[config.mk]
export PLATFORM = sky130hd
export DESIGN_NAME = serial_rx_core
export DESIGN_NICKNAME = d
export VERILOG_FILES = /design/src/rtl/srx_pkg.sv /design/src/rtl/srx_sync.sv /design/src/rtl/srx_framer.sv /design/src/rtl/srx_fifo.sv /design/src/rtl/serial_rx_core.sv
export SDC_FILE = /design/constraint.sdc
export NUM_CORES = 1
export LEC_CHECK = 0
export BUFFER_PORTS_ARGS = -buffer_cell sky130_fd_sc_hd__buf_2
export CORE_ASPECT_RATIO = 1.2
export CORE_UTILIZATION = 43
export DETAILED_ROUTE_END_ITERATION = 8
export HOLD_SLACK_MARGIN = 0.03
export PLACE_DENSITY = 0.63
export SYNTH_ARGS = -nofsm -noshare
export SYNTH_HDL_FRONTEND = slang
export SYNTH_SLANG_ARGS = --single-unit
export TNS_END_PERCENT = 10
[constraint.sdc]
create_clock -name clk -period 3.1 [get_ports clk]
set_input_delay 0.775 -clock clk [delete_from_list [all_inputs] [get_ports clk]]
set_output_delay 0.775 -clock clk [all_outputs]
set_load 0.03 [all_outputs]
[src/rtl/srx_pkg.sv]
package srx_pkg;
  localparam int CHAR_W = 8;

  typedef enum logic [2:0] {
    S_IDLE,
    S_START,
    S_DATA,
    S_PAR,
    S_STOP
  } rx_state_e;

  typedef struct packed {
    logic              ferr;
    logic              perr;
    logic [CHAR_W-1:0] data;
  } rx_entry_t;
endpackage

[src/rtl/srx_sync.sv]
module srx_sync #(
  parameter int STAGES = 2
) (
  input  logic clk,
  input  logic rst_n,
  input  logic rxd,
  input  logic tick,
  output logic rxd_s,
  output logic tick_rise
);
  logic [STAGES-1:0] chain;
  logic              tick_q;

  generate
    if (STAGES == 1) begin : g_one
      always_ff @(posedge clk or negedge rst_n)
        if (!rst_n) chain <= '1;
        else        chain <= rxd;
    end else begin : g_many
      always_ff @(posedge clk or negedge rst_n)
        if (!rst_n) chain <= '1;
        else        chain <= {chain[STAGES-2:0], rxd};
    end
  endgenerate

  always_ff @(posedge clk or negedge rst_n)
    if (!rst_n) tick_q <= 1'b0;
    else        tick_q <= tick;

  assign rxd_s     = chain[STAGES-1];
  assign tick_rise = tick & ~tick_q;
endmodule

[src/rtl/srx_framer.sv]
module srx_framer
  import srx_pkg::*;
#(
  parameter int OVS = 16
) (
  input  logic      clk,
  input  logic      rst_n,
  input  logic      en,
  input  logic      ev,
  input  logic      din,
  input  logic      sync_mode,
  input  logic      par_en,
  input  logic      par_odd,
  input  logic      eight_bit,
  output logic      push,
  output rx_entry_t push_entry
);
  localparam int CW  = $clog2(OVS);
  localparam int MID = OVS / 2 - 1;
  localparam int BW  = $clog2(CHAR_W);

  rx_state_e         state;
  logic [CW-1:0]     cnt;
  logic [BW-1:0]     bidx;
  logic [CHAR_W-1:0] sh;
  logic              c_sync, c_par, c_odd, c_eight, perr_q;
  logic              bit_ev;
  logic [CHAR_W-1:0] chr;
  logic [BW-1:0]     last_idx;

  assign bit_ev   = ev && (c_sync || cnt == CW'(OVS - 1));
  assign chr      = c_eight ? sh : {1'b0, sh[CHAR_W-1:1]};
  assign last_idx = c_eight ? BW'(CHAR_W - 1) : BW'(CHAR_W - 2);

  always_ff @(posedge clk or negedge rst_n) begin
    if (!rst_n) begin
      state      <= S_IDLE;
      cnt        <= '0;
      bidx       <= '0;
      sh         <= '0;
      c_sync     <= 1'b0;
      c_par      <= 1'b0;
      c_odd      <= 1'b0;
      c_eight    <= 1'b0;
      perr_q     <= 1'b0;
      push       <= 1'b0;
      push_entry <= '0;
    end else begin
      push <= 1'b0;
      if (!en) begin
        state <= S_IDLE;
        cnt   <= '0;
      end else begin
        if (ev && !c_sync && (state == S_DATA || state == S_PAR || state == S_STOP))
          cnt <= (cnt == CW'(OVS - 1)) ? '0 : cnt + 1'b1;
        case (state)
          S_IDLE: begin
            if (ev && !din) begin
              c_sync  <= sync_mode;
              c_par   <= par_en;
              c_odd   <= par_odd;
              c_eight <= eight_bit;
              perr_q  <= 1'b0;
              cnt     <= '0;
              bidx    <= '0;
              state   <= sync_mode ? S_DATA : S_START;
            end
          end
          S_START: begin
            if (ev) begin
              if (cnt == CW'(MID)) begin
                cnt   <= '0;
                state <= din ? S_IDLE : S_DATA;
              end else begin
                cnt <= cnt + 1'b1;
              end
            end
          end
          S_DATA: begin
            if (bit_ev) begin
              sh   <= {din, sh[CHAR_W-1:1]};
              bidx <= bidx + 1'b1;
              if (bidx == last_idx) state <= c_par ? S_PAR : S_STOP;
            end
          end
          S_PAR: begin
            if (bit_ev) begin
              perr_q <= (^chr) ^ din ^ c_odd;
              state  <= S_STOP;
            end
          end
          S_STOP: begin
            if (bit_ev) begin
              push            <= 1'b1;
              push_entry.ferr <= ~din;
              push_entry.perr <= perr_q;
              push_entry.data <= chr;
              state           <= S_IDLE;
            end
          end
          default: state <= S_IDLE;
        endcase
      end
    end
  end


  seven_zero_chk: assert property (@(posedge clk) disable iff (!rst_n)
    (push && !c_eight) |-> !push_entry.data[CHAR_W-1]);


  no_parity_err_chk: assert property (@(posedge clk) disable iff (!rst_n)
    (push && !c_par) |-> !push_entry.perr);


  start_glitch_chk: assert property (@(posedge clk) disable iff (!rst_n)
    (en && state == S_START && ev && cnt == CW'(MID) && din) |=> (state == S_IDLE && !push));
endmodule

[src/rtl/srx_fifo.sv]
module srx_fifo
  import srx_pkg::*;
#(
  parameter int DEPTH = 8
) (
  input  logic      clk,
  input  logic      rst_n,
  input  logic      flush,
  input  logic      push,
  input  rx_entry_t wdata,
  input  logic      pop,
  output rx_entry_t rdata,
  output logic      empty,
  output logic      half,
  output logic      ovr
);
  localparam int AW = $clog2(DEPTH);

  rx_entry_t   mem [DEPTH];
  logic [AW-1:0] wr_ptr, rd_ptr;
  logic [AW:0]   count;
  logic          do_pop, do_push, full;

  assign full    = (count == (AW+1)'(DEPTH));
  assign empty   = (count == '0);
  assign half    = (count >= (AW+1)'(DEPTH / 2));
  assign do_pop  = pop && !empty;
  assign do_push = push && (!full || do_pop);
  assign rdata   = mem[rd_ptr];

  always_ff @(posedge clk) begin
    if (do_push) mem[wr_ptr] <= wdata;
  end

  always_ff @(posedge clk or negedge rst_n) begin
    if (!rst_n) begin
      wr_ptr <= '0;
      rd_ptr <= '0;
      count  <= '0;
      ovr    <= 1'b0;
    end else if (flush) begin
      wr_ptr <= '0;
      rd_ptr <= '0;
      count  <= '0;
      ovr    <= 1'b0;
    end else begin
      if (do_push) wr_ptr <= (wr_ptr == AW'(DEPTH - 1)) ? '0 : wr_ptr + 1'b1;
      if (do_pop)  rd_ptr <= (rd_ptr == AW'(DEPTH - 1)) ? '0 : rd_ptr + 1'b1;
      count <= count + (AW+1)'(do_push) - (AW+1)'(do_pop);
      if (push && !do_push) ovr <= 1'b1;
    end
  end


  overrun_set_chk: assert property (@(posedge clk) disable iff (!rst_n)
    (!flush && push && count == (AW+1)'(DEPTH) && !pop) |=> ovr);


  flush_empty_chk: assert property (@(posedge clk) disable iff (!rst_n)
    flush |=> (empty && !ovr));


  half_not_empty_chk: assert property (@(posedge clk) disable iff (!rst_n)
    half |-> !empty);
endmodule

[src/rtl/serial_rx_core.sv]
module serial_rx_core
  import srx_pkg::*;
#(
  parameter int OVS         = 16,
  parameter int FIFO_DEPTH  = 8,
  parameter int SYNC_STAGES = 2
) (
  input  logic              clk,
  input  logic              rst_n,
  input  logic              rx_en,
  input  logic              sync_mode,
  input  logic              par_en,
  input  logic              par_odd,
  input  logic              eight_bit,
  input  logic              tick,
  input  logic              rxd,
  output logic              out_valid,
  input  logic              out_ready,
  output logic [CHAR_W-1:0] out_data,
  output logic              out_perr,
  output logic              out_ferr,
  output logic              fifo_empty,
  output logic              fifo_half,
  output logic              overrun
);
  logic      rxd_s, tick_rise, push;
  rx_entry_t push_entry, head;

  srx_sync #(.STAGES(SYNC_STAGES)) u_sync (
    .clk       (clk),
    .rst_n     (rst_n),
    .rxd       (rxd),
    .tick      (tick),
    .rxd_s     (rxd_s),
    .tick_rise (tick_rise)
  );

  srx_framer #(.OVS(OVS)) u_framer (
    .clk        (clk),
    .rst_n      (rst_n),
    .en         (rx_en),
    .ev         (tick_rise),
    .din        (rxd_s),
    .sync_mode  (sync_mode),
    .par_en     (par_en),
    .par_odd    (par_odd),
    .eight_bit  (eight_bit),
    .push       (push),
    .push_entry (push_entry)
  );

  srx_fifo #(.DEPTH(FIFO_DEPTH)) u_fifo (
    .clk   (clk),
    .rst_n (rst_n),
    .flush (!rx_en),
    .push  (push),
    .wdata (push_entry),
    .pop   (out_ready),
    .rdata (head),
    .empty (fifo_empty),
    .half  (fifo_half),
    .ovr   (overrun)
  );

  assign out_valid = !fifo_empty;
  assign out_data  = head.data;
  assign out_perr  = head.perr;
  assign out_ferr  = head.ferr;


  hold_under_stall_chk: assert property (@(posedge clk) disable iff (!rst_n)
    (rx_en && out_valid && !out_ready) |=> (out_valid && $stable(out_data)
                                            && $stable(out_perr) && $stable(out_ferr)));
endmodule

* Word-level counts from Yosys, hierarchy flattened
Memories as Yosys holds them, arrays and structs flattened.
Index checks and enable logic that the tools add are counted.
** Storage, ports and cells
- Register bits :: 48
- Bits in writable memories :: 80
- Input port bits :: 10
- Output and inout bits :: 14
- Logic and storage cells :: 123
- Memories kept :: 1
** Memories
- u_fifo.mem :: words 8, width 10, rd ports 1, clocked after memory_dff 0, wr ports 1, line srx_fifo.sv:19 : rx_entry_t mem [DEPTH];
** Operators by class
- Add/sub/neg operators :: 6
- Magnitude comparators :: 1
- Eq/ne operators :: 23
- Muxes and demuxes :: 41
- Bitwise gates (word level) :: 5
- Reduce and logical (&&, ||, !) cells :: 27
** Operator list (number)
- 3-bit 2-to-1 mux :: 17
- 4-bit 2-to-1 mux :: 7
- 3-bit by 2-bit inequality test with 1-bit output (second input constant) :: 6
- 3-bit one-hot mux with 5 select lines :: 1
- 2-bit by 1-bit inequality test with 1-bit output (second input constant) :: 6
- 1-bit 2-to-1 mux :: 10
- 3-bit by 1-bit adder with 3-bit output (second input constant) :: 3
- 3-bit equality test (second input constant) :: 3
- 3-bit AND reduction :: 3
- 4-bit equality test (second input constant) :: 2
- 8-bit 2-to-1 mux :: 1
- 4-bit one-hot mux with 2 select lines :: 1
- 4-bit AND reduction :: 2
- 8-bit parity :: 1
- 1-bit logical AND :: 7
- 7-bit AND reduction :: 1
- 3-bit by 2-bit equality test with 1-bit output (second input constant) :: 2
- 3-bit one-hot mux with 2 select lines :: 1
- 1-bit logical NOT :: 5
- 4-bit by 1-bit adder with 4-bit output :: 1
- 4-bit by 1-bit adder with 4-bit output (second input constant) :: 1
- 4-bit by 3-bit equality test with 1-bit output (second input constant) :: 1
- 4-bit by 3-bit greater-or-equal comparator with 1-bit output (second input constant) :: 1
- 4-bit logical NOT :: 1
- 12 further kinds :: 19

* Depth between registers and ports, before layout
Gate-level depths: netlist of the first run.
- Depth after elaboration :: 9
- Depth in mapped cells :: 12

* Hierarchy
From an unflattened synthesis of the first run, not the netlist that was laid out.
** Unflattened totals
- Cells, all modules :: 386
- Area, all modules :: 5789.3 um^2
** By module, submodules not included
- srx_fifo :: times used 1, cells an instance 206, area each 3907.5 um^2
- srx_framer :: times used 1, cells an instance 174, area each 1783.0 um^2
- srx_sync :: times used 1, cells an instance 4, area each 91.3 um^2
- serial_rx_core :: times used 1, cells an instance 2, area each 7.5 um^2

* Worst setup path before layout of the first run
Ideal clock, no wire load.
- Path type :: register to register
- From :: register u_fifo.count[2]
- To :: register u_fifo.count[2]
- Library setup time :: 0.119 ns
- Data arrival time :: 2.317 ns
- Data required time :: 2.981 ns
- Slack :: 0.664 ns
- Cell stages (with the launch flop) :: 12
- Path buffers :: 0
- Path through :: dfrtp_1 inv_1 ha_1 nand2_1 nand2_1 inv_1 ha_1 inv_1 ha_1 fa_1 xor2_1 and2_1
** On the way
- Cells in the longest elaborated chain, start to end :: 8
** RTL lines
- start, declared :: line srx_fifo.sv:21 : logic [AW:0] count;
- start signal, assigned :: line srx_fifo.sv:49 : count <= count + (AW+1)'(do_push) - (AW+1)'(do_pop);
- 4-bit logical NOT (*) :: line srx_fifo.sv:25 : assign empty = (count == '0);
- 1-bit logical NOT (*)
- named net out_valid :: line serial_rx_core.sv:17 : output logic out_valid,
- 1-bit logical AND (*) :: line srx_fifo.sv:27 : assign do_pop = pop && !empty;
- 1-bit logical OR :: line srx_fifo.sv:28 : assign do_push = push && (!full || do_pop);
- 1-bit logical AND :: line srx_fifo.sv:28
- 4-bit by 1-bit adder with 4-bit output :: line srx_fifo.sv:49
- 4-bit by 1-bit subtractor with 4-bit output (*) :: line srx_fifo.sv:49
- 4-bit 2-to-1 mux (*) :: line srx_fifo.sv:41 : end else if (flush) begin
The timed path passes the listed nets; every way through them passes the cells marked *.
A chain may end at the register's enable or synchronous reset.

* Worst setup path in the final report of the first run
- From :: register u_fifo.rd_ptr[0]
- To :: output port out_perr
** On the way
- Cells in the longest elaborated chain, start to end :: 1
** RTL lines
- start, declared :: line srx_fifo.sv:20 : logic [AW-1:0] wr_ptr, rd_ptr;
- start signal, assigned :: line srx_fifo.sv:48 : if (do_pop) rd_ptr <= (rd_ptr == AW'(DEPTH - 1)) ? '0 : rd_ptr + 1'b1;
- memory read 8 x 10 bit
- end, declared :: line serial_rx_core.sv:20 : output logic out_perr,
Every way passes these cells.

==> impl_metrics.env, run 1 <==
export IMPL_endpoint_kind="output pin"
export IMPL_fp_dieH_um=128
export IMPL_grt_usage_pct=16.7
export IMPL_wl_um=10400
export IMPL_design_core_area_um2=12800
export IMPL_slew_headroom_pct=47.1
export IMPL_grt_max_degree=28
export IMPL_skew_ns=0.0101
export IMPL_critPathMaxFanout=8
export IMPL_max_clock_freq_ghz=0.345
export IMPL_cts_buffers=17
export IMPL_clk_pin_slew_worst_paths_ns=0.06
export IMPL_cts_hold_buf=0
export IMPL_crit_path_start_kind="flop"
export IMPL_vias_per_cell=5.45
export IMPL_syn_area_um2=5680
export IMPL_criticalPathCategory="reg -> out"
export IMPL_syn_nets=403
export IMPL_initial_core_util_pct=44.4
export IMPL_grt_pass1_vias=3342
export IMPL_syn2layout_area_growth_pct=18.0
export IMPL_avgSynthCellArea_um2=14.9
export IMPL_dr_first_iter_drc_count=196
export IMPL_n_antenna_cell=0
export IMPL_htreeDepth=4
export IMPL_finalHoldViolCount=0
export IMPL_dieArea_um2=13700
export IMPL_required_ns=2.32
export IMPL_ys_types=54
export IMPL_clk_latency_ns=0.41
export IMPL_drive_gt1_share_pct=28.0
export IMPL_synth_edf_count=80
export IMPL_yosysMostFrequentCell="edfxtp_1"
export IMPL_nets=442
export IMPL_leakagePower_nw=2.57
export IMPL_vias=3251
export IMPL_ys_top_cells_by_area="edfxtp_1, dfrtp_1, mux4_2"
export IMPL_arrival_ns=2.12
export IMPL_cts_resized=0
export IMPL_netlist_area_leader_share_pct=42.3
export IMPL_finalSetupTns_ns=0
export IMPL_io_buffers=23
export IMPL_grt_pass1_wl_um=17000
export IMPL_ys_flop_type="edfxtp_1"
export IMPL_fp_row_count=45
export IMPL_outcome="finished, final reports clean"
export IMPL_antenna_found_initial=0
export IMPL_cts_tree="yes"
export IMPL_worst_pin_slew_ns=0.784
export IMPL_synthTopCellsByCount="edfxtp_1, dfrtp_1, mux2_2, nor2_1"
export IMPL_synth_seq_cells=128
export IMPL_drtPass1Iterations=4
export IMPL_ctsRootBufferMaster="clkbuf_16"
export IMPL_hpwlAfterDp_um=6620
export IMPL_synthCells=380
export IMPL_drv_slew=0
export IMPL_reg2reg_depth=9
export IMPL_p_per_area_nw_per_um2=790
export IMPL_ir_drop_v=0.000391
export IMPL_ios=24
export IMPL_cap_viol_max_count=0
export IMPL_yosys_area_top_type="edfxtp_1"
export IMPL_rsz0062_at_grt="no"
export IMPL_setup_viol=0
export IMPL_post_route_min_period_ns=2.90
export IMPL_post_cts_setup_buffer_count=0
export IMPL_clk_path_buf_depth=2
export IMPL_detail_route_antenna_nets=0
export IMPL_hold_path_class="reg -> reg"
export IMPL_overflow=0
export IMPL_avgRoutedWirePerCell_um=17.5
export IMPL_seq_area_frac_synth_pct=63.5
export IMPL_period_share_pct=93.5
export IMPL_async_flop_share_pct=37.5
export IMPL_drc=0
export IMPL_hold_ws_ns=0.355
export IMPL_cts_sinks=128
export IMPL_gp_congestion=0.788
export IMPL_holdPathStages=0
export IMPL_die_w_um=107
export IMPL_yosysWarnings=0
critical path, stage by stage (launching register included):
cell and delay, ns:
dfrtp_1 0.54, buf_12 0.19, mux4_2 0.51, mux2_2 0.30, buf_2 0.18
cell type report:
| cell class | count | area [µm²] |
|---|---|---|
| fill | 1050 | 6080 |
| multi-input combinational | 222 | 1940 |
| timing repair buffer | 37 | 245 |
| clock buffer | 18 | 429 |
| sequential | 128 | 3610 |
| inverter | 13 | 48.8 |
| clock inverter | 14 | 231 |
| tap | 164 | 205 |
stage by stage:
step	std cells	instance area [µm²]	worst slack, ns	util [%]	total power, W
floorplan	380	5680	0.664	-	0.00285
global placement	564	6040	0.626	47.3	0.00311
detailed placement	564	6040	0.559	47.3	0.00313
CTS	596	6700	0.162	52.4	0.00535
global route	596	6700	0.112	52.4	0.00552
finish	596	6700	0.202	52.4	0.00529
report_power, final:
part | total, W | leakage [nW] | internal, W | switching, W
registers | 0.00204 | 1.36 | 0.00192 | 0.000119
clock network | 0.00220 | 0.321 | 0.00144 | 0.000758
logic | 0.00105 | 0.885 | 0.000506 | 0.000548
total | 0.00529 | 2.57 | 0.00387 | 0.00143
final timing paths:
path                                       start         endpoint  slack (ns)
worst max-delay path            u_fifo.rd_ptr[0]         out_perr        0.20
worst min-delay path             u_sync.chain[0]  u_sync.chain[1]        0.35
worst max register to register   u_fifo.count[2]  u_fifo.count[2]        0.61
worst min register to register   u_sync.chain[0]  u_sync.chain[1]        0.35
max in group asynchronous                  rst_n  u_sync.chain[0]        2.06
min in group asynchronous                  rst_n   u_framer.sh[2]        0.38
metal layers:
layer  routed length (µm)  global-route usage [%]
met3                  327                    4.42
met4                  197                    6.85
met1                 4460                    19.7
met2                 5430                    29.0
met5                    0                       0
state kept, by name, indices dropped and copies added (netlist names), 2 cells and up:
register / count
u_sync.chain: 2
u_framer.bidx: 3
u_framer.push_entry: 10
u_framer.sh: 8
u_fifo.mem: 80
u_fifo.count: 4
u_fifo.wr_ptr: 3
u_framer.cnt: 4
u_framer.state: 3
u_fifo.rd_ptr: 3
cells by family after synthesis:
family                   count (synthesis)  share of synthesized area [%]
buffers and inverters                   30                           2.42
AO/OA/AOI/OAI                           49                           5.71
multiplexers                            56                           14.8
XOR/XNOR                                12                           2.09
AND/OR/NAND/NOR                         92                           8.48
flip-flops                             128                           63.5
adder cells (fa/ha/maj)                 13                           3.00
cell usage in the layout, fill, tap and decap left out, types with 8 or more instances in the layout:
cell type	synthesis	layout
buf_4	3	12
mux2_2	24	24
a21oi_1	15	15
mux2i_1	12	12
mux4_2	20	20
nor2_1	24	24
buf_2	5	23
nand2b_1	8	8
dfrtp_1	46	46
o21ai_0	9	9
clkbuf_16	0	17
nand2_1	20	20
xnor2_1	8	8
edfxtp_1	80	80
inv_1	13	13
nand3_1	9	9
ha_1	12	12
Power figures use the tool's default switching activity.
==> run 2: changes to the inputs <==
--- a/config.mk
+++ b/config.mk
@@ -10,7 +10,7 @@
 export CORE_UTILIZATION = 43
 export DETAILED_ROUTE_END_ITERATION = 8
 export HOLD_SLACK_MARGIN = 0.03
-export PLACE_DENSITY = 0.63
+export REMOVE_ABC_BUFFERS = 1
 export SYNTH_ARGS = -nofsm -noshare
 export SYNTH_HDL_FRONTEND = slang
 export SYNTH_SLANG_ARGS = --single-unit
==> run 2 against run 1 <==
Against the previous run: final cell count up 0.17%; die area unchanged; flip-flop and latch count unchanged; sequential power about the same.
==> impl_metrics.env, run 2 (synthesized netlist as in run 1, its figures left out) <==
export IMPL_die_w_um=107
export IMPL_cts_hold_buf=0
export IMPL_hold_ws_ns=0.354
export IMPL_place_area_um2=6050
export IMPL_worst_pin_slew_ns=0.736
export IMPL_drtPass1Iterations=4
export IMPL_r2r_setup_slack_ns=0.61
export IMPL_htreeDepth=4
export IMPL_grt_max_degree=26
export IMPL_cts_resized=0
export IMPL_overflow=0
export IMPL_rsz0062_at_grt="no"
export IMPL_vias_per_cell=5.34
export IMPL_drive_gt1_share_pct=27.7
export IMPL_final_cells=597
export IMPL_drv_slew=0
export IMPL_max_clock_freq_ghz=0.344
export IMPL_required_ns=2.32
export IMPL_critPathMaxFanout=9
export IMPL_leakagePower_nw=2.53
export IMPL_period_share_pct=93.8
export IMPL_vias=3189
export IMPL_finish_utilization_pct=51.8
export IMPL_hpwlAfterDp_um=6730
export IMPL_endpoint_kind="output pin"
export IMPL_grt_pass1_vias=3396
export IMPL_clk_path_buf_depth=2
export IMPL_finalHoldViolCount=0
export IMPL_n_antenna_cell=0
export IMPL_slew_headroom_pct=50.3
export IMPL_skew_ns=0.0133
export IMPL_io_buffers=23
export IMPL_cts_sinks=128
export IMPL_cts_buffers=17
export IMPL_grt_usage_pct=17.0
export IMPL_post_route_min_period_ns=2.91
export IMPL_ctsRootBufferMaster="clkbuf_16"
export IMPL_arrival_ns=2.13
export IMPL_cap_viol_max_count=0
export IMPL_antenna_found_initial=0
export IMPL_outcome="finished, final reports clean"
export IMPL_wl_um=10400
export IMPL_criticalPathCategory="reg -> out"
export IMPL_ir_drop_v=0.000435
export IMPL_cts_tree="yes"
export IMPL_dieArea_um2=13700
export IMPL_cp_slowest_stage_delay_ns=0.54
export IMPL_nets=443
export IMPL_fp_row_count=45
export IMPL_p_per_area_nw_per_um2=751
export IMPL_syn2layout_area_growth_pct=16.5
export IMPL_detail_route_antenna_nets=0
export IMPL_grt_pass1_wl_um=17300
export IMPL_final_cell_area_um2=6620
export IMPL_top_regs="u_fifo.mem x80, u_framer.push_entry x10, u_framer.sh x8"
export IMPL_initial_core_util_pct=44.4
export IMPL_post_cts_setup_buffer_count=0
export IMPL_ios=24
export IMPL_crit_path_start_kind="flop"
export IMPL_finalSetupTns_ns=0
export IMPL_drc=0
export IMPL_avgRoutedWirePerCell_um=17.5
export IMPL_clk_latency_ns=0.41
export IMPL_dr_first_iter_drc_count=203
export IMPL_top_register="u_fifo.mem"
export IMPL_gp_congestion=0.829
export IMPL_largest_reg_flops=80
export IMPL_hold_path_class="in -> async"
export IMPL_crit_slowest_cell="dfrtp_1"
export IMPL_design_core_area_um2=12800
export IMPL_setup_viol=0
export IMPL_fp_dieH_um=128
export IMPL_cp_cell_sequence="buf_12 -> mux4_2 -> mux2_2 -> buf_2"
export IMPL_final_cell_mix="edfxtp_1, dfrtp_1, nor2_1, mux2_2, buf_2"
export IMPL_dp_cells=565
export IMPL_mostFrequentLayoutCell="edfxtp_1"
export IMPL_clk_pin_slew_worst_paths_ns=0.06
-- run 2: area by class of cell --
class / instances / area, µm²
clock buffer: 17 / 425
clock inverter: 15 / 144
fill: 1050 / 6160
inverter: 13 / 48.8
multi-input combinational: 222 / 1940
sequential: 128 / 3610
tap: 164 / 205
timing repair buffer: 38 / 253
-- run 2: worst paths after layout --
kind | startpoint | end | cells after the start
max in group asynchronous | rst_n | u_fifo.wr_ptr[2] | 2
setup / recovery | u_fifo.rd_ptr[0] | out_ferr | 4
hold reg to reg | u_sync.chain[0] | u_sync.chain[1] | 0
hold / removal | rst_n | u_framer.sh[2] | 1
min in group clk | u_sync.chain[0] | u_sync.chain[1] | 0
setup reg to reg | u_fifo.count[2] | u_fifo.count[2] | 9
-- run 2: critical path, delay by kind of cell, from the launching register on --
family,cells,cell delay (ns)
buffers and inverters,2,0.38
flip-flops,1,0.54
multiplexers,2,0.81
-- run 2: metal layers --
layer	vias to the layer above	share of wire (%)	GRT usage, %
met5	-	0	0
met4	0	1.3	6.61
met3	12	2.9	4.07
met2	64	53	29.6
met1	1607	43	20.4
li1	1506	-	-
-- run 2: power breakdown --
group,internal [W],total (W),switching [W]
logic,0.000506,0.00104,0.000538
registers,0.00192,0.00204,0.000121
clock network,0.00117,0.00189,0.000718
total,0.00360,0.00497,0.00138
-- run 2: stage by stage --
stage          power, W  setup slack (ns)
6_report        0.00497             0.193
5_1_grt         0.00521             0.125
4_1_cts         0.00503             0.164
3_5_place_dp    0.00313             0.609
3_3_place_gp    0.00311             0.602
2_1_floorplan   0.00282             0.356
